## src/rtl/mbox_doorbell.sv

```systemverilog
module mbox_doorbell #(
  parameter int NCH = 6,
  parameter int DW  = 32,
  parameter int AW  = 4,
  parameter int HI  = 16
) (
  input  logic          clk,
  input  logic          rst_n,
  input  logic          a_sel,
  input  logic          a_wr,
  input  logic [AW-1:0] a_addr,
  input  logic [DW-1:0] a_wdata,
  output logic [DW-1:0] a_rdata,
  input  logic          b_sel,
  input  logic          b_wr,
  input  logic [AW-1:0] b_addr,
  input  logic [DW-1:0] b_wdata,
  output logic [DW-1:0] b_rdata,
  output logic          a_irq_rx,
  output logic          a_irq_tx,
  output logic          b_irq_rx,
  output logic          b_irq_tx
);
  localparam logic [1:0] OFS_CTRL = 2'd0;
  localparam logic [1:0] OFS_MASK = 2'd1;
  localparam logic [1:0] OFS_CMD  = 2'd2;
  localparam logic [1:0] OFS_STAT = 2'd3;

  logic [1:0]     a_ctrl, b_ctrl;
  logic [NCH-1:0] a_rxm, a_txm, b_rxm, b_txm;
  logic [NCH-1:0] a_flag, b_flag;

  logic a_wcmd, b_wcmd, a_wctl, b_wctl, a_wmsk, b_wmsk;
  logic [NCH-1:0] a_set, a_clr, b_set, b_clr;

  assign a_wctl = a_sel & a_wr & (a_addr[3:2] == OFS_CTRL);
  assign a_wmsk = a_sel & a_wr & (a_addr[3:2] == OFS_MASK);
  assign a_wcmd = a_sel & a_wr & (a_addr[3:2] == OFS_CMD);
  assign b_wctl = b_sel & b_wr & (b_addr[3:2] == OFS_CTRL);
  assign b_wmsk = b_sel & b_wr & (b_addr[3:2] == OFS_MASK);
  assign b_wcmd = b_sel & b_wr & (b_addr[3:2] == OFS_CMD);

  assign a_set = a_wcmd ? a_wdata[HI+NCH-1:HI] : '0;
  assign a_clr = a_wcmd ? a_wdata[NCH-1:0]     : '0;
  assign b_set = b_wcmd ? b_wdata[HI+NCH-1:HI] : '0;
  assign b_clr = b_wcmd ? b_wdata[NCH-1:0]     : '0;

  always_ff @(posedge clk) begin
    if (!rst_n) begin
      a_ctrl <= '0;
      b_ctrl <= '0;
      a_rxm  <= '1;
      a_txm  <= '1;
      b_rxm  <= '1;
      b_txm  <= '1;
      a_flag <= '0;
      b_flag <= '0;
    end else begin
      if (a_wctl) a_ctrl <= a_wdata[1:0];
      if (b_wctl) b_ctrl <= b_wdata[1:0];
      if (a_wmsk) begin
        a_rxm <= a_wdata[NCH-1:0];
        a_txm <= a_wdata[HI+NCH-1:HI];
      end
      if (b_wmsk) begin
        b_rxm <= b_wdata[NCH-1:0];
        b_txm <= b_wdata[HI+NCH-1:HI];
      end
      a_flag <= a_set | (a_flag & ~b_clr);
      b_flag <= b_set | (b_flag & ~a_clr);
    end
  end

  function automatic logic [DW-1:0] rd_mux(input logic [1:0] sel_ofs,
                                           input logic [1:0] ctl,
                                           input logic [NCH-1:0] rxm,
                                           input logic [NCH-1:0] txm,
                                           input logic [NCH-1:0] own);
    logic [DW-1:0] r;
    r = '0;
    case (sel_ofs)
      OFS_CTRL: r[1:0] = ctl;
      OFS_MASK: begin
        r[NCH-1:0]       = rxm;
        r[HI+NCH-1:HI]   = txm;
      end
      OFS_STAT: r[NCH-1:0] = own;
      default:  r = '0;
    endcase
    return r;
  endfunction

  assign a_rdata = (a_sel & ~a_wr) ? rd_mux(a_addr[3:2], a_ctrl, a_rxm, a_txm, a_flag) : '0;
  assign b_rdata = (b_sel & ~b_wr) ? rd_mux(b_addr[3:2], b_ctrl, b_rxm, b_txm, b_flag) : '0;

  assign a_irq_rx = a_ctrl[0] & |(b_flag & ~a_rxm);
  assign a_irq_tx = a_ctrl[1] & |(~a_flag & ~a_txm);
  assign b_irq_rx = b_ctrl[0] & |(a_flag & ~b_rxm);
  assign b_irq_tx = b_ctrl[1] & |(~b_flag & ~b_txm);
endmodule

```

## config.mk

```make
export PLATFORM = sky130hd
export DESIGN_NAME = mbox_doorbell
export DESIGN_NICKNAME = d
export VERILOG_FILES = /design/src/rtl/mbox_doorbell.sv
export SDC_FILE = /design/constraint.sdc
export NUM_CORES = 1
export LEC_CHECK = 0
export BUFFER_PORTS_ARGS = -buffer_cell sky130_fd_sc_hd__buf_2
export CORE_MARGIN = 1.5
export CORE_UTILIZATION = 30
export CTS_BUF_LIST = sky130_fd_sc_hd__clkbuf_8
export CTS_CLUSTER_DIAMETER = 150
export DETAILED_ROUTE_END_ITERATION = 8
export SYNTH_ARGS = -nofsm -noshare
export SYNTH_HDL_FRONTEND = slang
export SYNTH_SLANG_ARGS = --single-unit
```

## constraint.sdc

```tcl
create_clock -name clk -period 2.1 [get_ports clk]
set_clock_uncertainty 0.05 [all_clocks]
set_input_delay 0.42 -clock clk [delete_from_list [all_inputs] [get_ports clk]]
set_output_delay 0.42 -clock clk [all_outputs]
set_load 0.01 [all_outputs]
```

Yosys cells after proc, flatten, opt, wreduce, memory -nomap -nowiden
Index checks and enable logic that the tools add are counted.
- bitwise logic cells: 32
- reduce and logical (&&, ||, !) cells: 6
- muxes and demuxes: 12
- equal/unequal tests: 6
- operator list (kind ; count):
    NOT 6 bit ; 8
    2-to-1 mux 22 bit ; 2
    AND 6 bit ; 6
    2-to-1 mux 6 bit ; 6
    OR reduction 6 bit ; 4
    case mux 4 bit (2 select lines) ; 2
    AND 1 bit ; 14
    OR 6 bit ; 2
    case mux 2 bit (3 select lines) ; 2
    == test 2 bit (second input constant) ; 4
    == test 2 x 1 -> 1 bit (second input constant) ; 2
    logical NOT 2 bit ; 2
    NOT 1 bit ; 2
- output and inout bits: 68
- input port bits: 78
- word-level logic and storage cells: 64
- register bits after elaboration: 40

Depth between registers and ports, before layout
- word-level depth: 6
- gate-level depth with buffers: 5
- gate-level depth less buffers: 3

Least setup slack after synthesis
OpenSTA, ideal clock, no wires.
- path kind: input -> output
- from: input a_addr[2]
- to: output a_rdata[16]
- required time: 1.630 ns
- path slack: 0.582 ns
- buffers on the path: 1
- data arrival time: 1.048 ns
- stages on the path: 4
- path through: buf_6 nand3b_1 nor2_1 and2_1
- word-level cells in the longest chain between the ends: 3
- ends and longest elaborated chain (item ; RTL line ; text):
    start, declared ; 11 ; input logic [AW-1:0] a_addr,
    == test 2 x 1 -> 1 bit ; 81 ; case (sel_ofs)
    2-to-1 mux 6 bit ; 81 ;
    2-to-1 mux 22 bit ; 93 ; assign a_rdata = (a_sel & ~a_wr) ? rd_mux(a_addr[3:2], a_ctrl, a_rxm, a_txm, a_flag) : '0;
    end, declared ; 13 ; output logic [DW-1:0] a_rdata,
Every way passes these cells.

Worst setup path in the final report
- from: input b_wr
- to: output b_rdata[21]
- word-level cells in the longest chain between the ends: 3
- ends and longest elaborated chain (item ; RTL line ; text):
    start, declared ; 15 ; input logic b_wr,
    NOT 1 bit ; 94 ; assign b_rdata = (b_sel & ~b_wr) ? rd_mux(b_addr[3:2], b_ctrl, b_rxm, b_txm, b_flag) : '0;
    AND 1 bit ; 94 ;
    2-to-1 mux 22 bit ; 94 ;
    end, declared ; 18 ; output logic [DW-1:0] b_rdata,
Every way passes these cells.

==> impl_metrics.env <==
export IMPL_outcome="finished clean"
export IMPL_synth_area_leaders="dfxtp_1 34%, buf_4 13%, nand2_1 9.5%, mux2i_1 6.8%, nand3_1 5.9%"
export IMPL_cp_top_family="simple AND/OR/NAND/NOR gates"
export IMPL_final_net_count=428
export IMPL_finalWeightedCongestion=0.773
export IMPL_vias=2080
export IMPL_ir_drop_v=0.000232
export IMPL_drtPass1Iterations=4
export IMPL_path_cells="buf_2 > nand3b_1 > nor2_1 > and2_1 > buf_2"
export IMPL_routed_wl_mm=5.91
export IMPL_final_util_pct=34.4
export IMPL_yosysMostFrequentCell="nand2_1"
export IMPL_h_tree_depth=2
export IMPL_rows=32
export IMPL_rsz0062_at_grt="false"
export IMPL_fin_cells=453
export IMPL_grt_pass1_wl_mm=9.32
export IMPL_synth_top_area_share_pct=33.8
export IMPL_dp_hpwl_mm=4.62
export IMPL_numCtsBuffers=5
export IMPL_cts_buffer_depth=2
export IMPL_cp_max_fo=7
export IMPL_r2r_cells=3
export IMPL_antenna_found_initial=0
export IMPL_final_min_clock_period_ns=1.85
export IMPL_hold_class="in -> reg"
export IMPL_grt_start_max_net_pins=37
export IMPL_hold_violations=0
export IMPL_vias_per_cell=4.59
export IMPL_synthSimpleGateAreaFrac_pct=27.0
export IMPL_preCtsSetupSlack_ns=0.244
export IMPL_met3_length_um=249
export IMPL_overflow=0
export IMPL_cts_root_buf="clkbuf_8"
export IMPL_path_class="in -> out"
export IMPL_grt_util_all_layers_pct=14.0
export IMPL_ant_nets=0
export IMPL_fmax_mhz=540
export IMPL_worstHoldPathCells=3
export IMPL_yosys_warnings=0
export IMPL_maxCapViolations=0
export IMPL_clock_sinks=40
export IMPL_drive_gt1_share_pct=25.1
export IMPL_cts_tree="done"
export IMPL_synth_edf_count=0
export IMPL_yosysUniqueCellTypes=25
export IMPL_port_buffers=61
export IMPL_wl_met2_mm=2.87
export IMPL_post_cts_buffers=0
export IMPL_cp_start_kind="primary input"
export IMPL_initial_utilization_pct=30.8
export IMPL_postCtsHoldBufs=0
export IMPL_path_common_cell="buf_2"
export IMPL_m1WireLength_mm=2.71
export IMPL_die_h_um=91.9
export IMPL_reg2reg_setup_slack_ns=1.20
export IMPL_clock_latency_ns=0.29
export IMPL_drtIter0Drc=91
export IMPL_die_w_um=91.9
export IMPL_worst_path_buf_inv=2
export IMPL_seq_area_frac_synth_pct=33.8
export IMPL_worst_slew_pin_slew_ns=0.584
export IMPL_core_area_um2=7690
export IMPL_cpMaxStageDelayCell="nor2_1"
export IMPL_synth_async_sr_flop_share_pct=0
export IMPL_fin_crit_sh_pct=88.3
export IMPL_setup_slack_ns=0.247
export IMPL_synthXorXnorAreaFrac_pct=0
export IMPL_synth_fa_ha_area_share_pct=0
export IMPL_place_inst=445
export IMPL_n_fill_cell=866
export IMPL_highest_layer="met4"
export IMPL_drc=0
export IMPL_synthTopCellsByCount="60 x nand2_1, 41 x buf_4, 40 x dfxtp_1"
export IMPL_n_antenna_cell=0
export IMPL_powerDensity_nw_per_um2=619
export IMPL_synth_top_family_by_area="simple AND/OR/NAND/NOR gates"
export IMPL_leakage_nw=1.32
export IMPL_clkSlewWorstSetupHoldPaths_ns=0.08
export IMPL_routedWlPerCell_um=13.0
export IMPL_area_delta_synth_final_pct=11.8
export IMPL_dieArea_um2=8440
export IMPL_relSlewSlack_pct=61.1
export IMPL_cpPeakStageDelay_ns=0.30
export IMPL_setup_viol=0
export IMPL_synth_ff_type="dfxtp_1"
export IMPL_cts_resized=0
export IMPL_boundaryPins=146
export IMPL_syn_area_um2=2370
export IMPL_drv_slew=0
export IMPL_finalSetupTns_ns=0
export IMPL_critPathRequiredTime_ns=1.63
export IMPL_synthMuxAreaShare_pct=6.76
export IMPL_cp_depth=5
export IMPL_synth_seq_cells=40
export IMPL_first_global_vias=1924
export IMPL_syn_inst=297
export IMPL_synth_compound_area_share_pct=12.5
export IMPL_worstSetupEndpointType="output port"
export IMPL_syn_avg_cell_area_um2=7.97
export IMPL_crit_arrival_ns=1.38
export IMPL_yosysTopAreaCell="dfxtp_1"
==> logic make-up after synthesis <==
logic type,Yosys count
other,1
AND/OR/NAND/NOR,128
AO/OA/AOI/OAI,44
multiplexers,16
buffers and inverters,68
flip-flops,40
==> stage by stage <==
stage | instance area, um^2 | hold WS [ns] | total power (W)
floorplan | 2510 | 0.405 | 0.00102
global placement | 2540 | 0.422 | 0.00104
detailed placement | 2540 | 0.424 | 0.00104
CTS | 2650 | 0.295 | 0.00165
global route | 2650 | 0.314 | 0.00170
finish | 2650 | 0.299 | 0.00164
==> path summary, 6_finish.rpt <==
path	start	endpoint
worst max-delay path	b_wr	b_rdata[21]
worst min-delay path	b_wdata[3]	b_rxm[3]$_SDFFE_PN1P_
worst max register to register	b_flag[2]$_SDFF_PN0_	b_flag[2]$_SDFF_PN0_
worst min register to register	a_txm[4]$_SDFFE_PN1P_	a_txm[4]$_SDFFE_PN1P_
==> worst min-delay path, cell delays in order <==
cell and delay [ns]:
buf_2 0.09, nand2_1 0.04, nand3_1 0.06
==> layout make-up <==
class	instances	area [um^2]	share of cell area, %
clock buffer	5	68.8	2.60
timing repair buffer	63	320	12.1
tap	102	128	4.82
clock inverter	3	38.8	1.47
sequential	40	801	30.2
multi-input combinational	228	1250	47.1
inverter	12	45.0	1.70
==> per-layer routing <==
layer,vias up,GRT usage (%)
li1,1036,-
met1,974,17.3
met2,62,24.4
met3,8,3.07
met4,0,3.59
met5,-,0
==> cell usage in the layout (no fill, tap or decap), types with 5 or more instances in the layout <==
master and instances:
clkbuf_8 5, o22ai_1 12, dfxtp_1 40, nor2_1 10
a31o_2 12, nand3_1 28, mux2i_1 16, and2_1 12
inv_1 13, nand2_1 60, conb_1 40, a21oi_1 12
buf_2 61
==> sequential cells by signal (all words and copies together), names as in the netlist <==
| signal | cells |
|---|---|
| b_flag | 6 |
| b_txm | 6 |
| a_txm | 6 |
| a_flag | 6 |
| a_rxm | 6 |
| b_rxm | 6 |
| b_ctrl | 2 |
| a_ctrl | 2 |
==> report_power, final <==
group	switching, W	internal, W
logic	0.000138	0.0000823
registers	0.0000213	0.000781
clock network	0.000267	0.000348
total	0.000426	0.00121
Power figures use the tool's default switching activity.
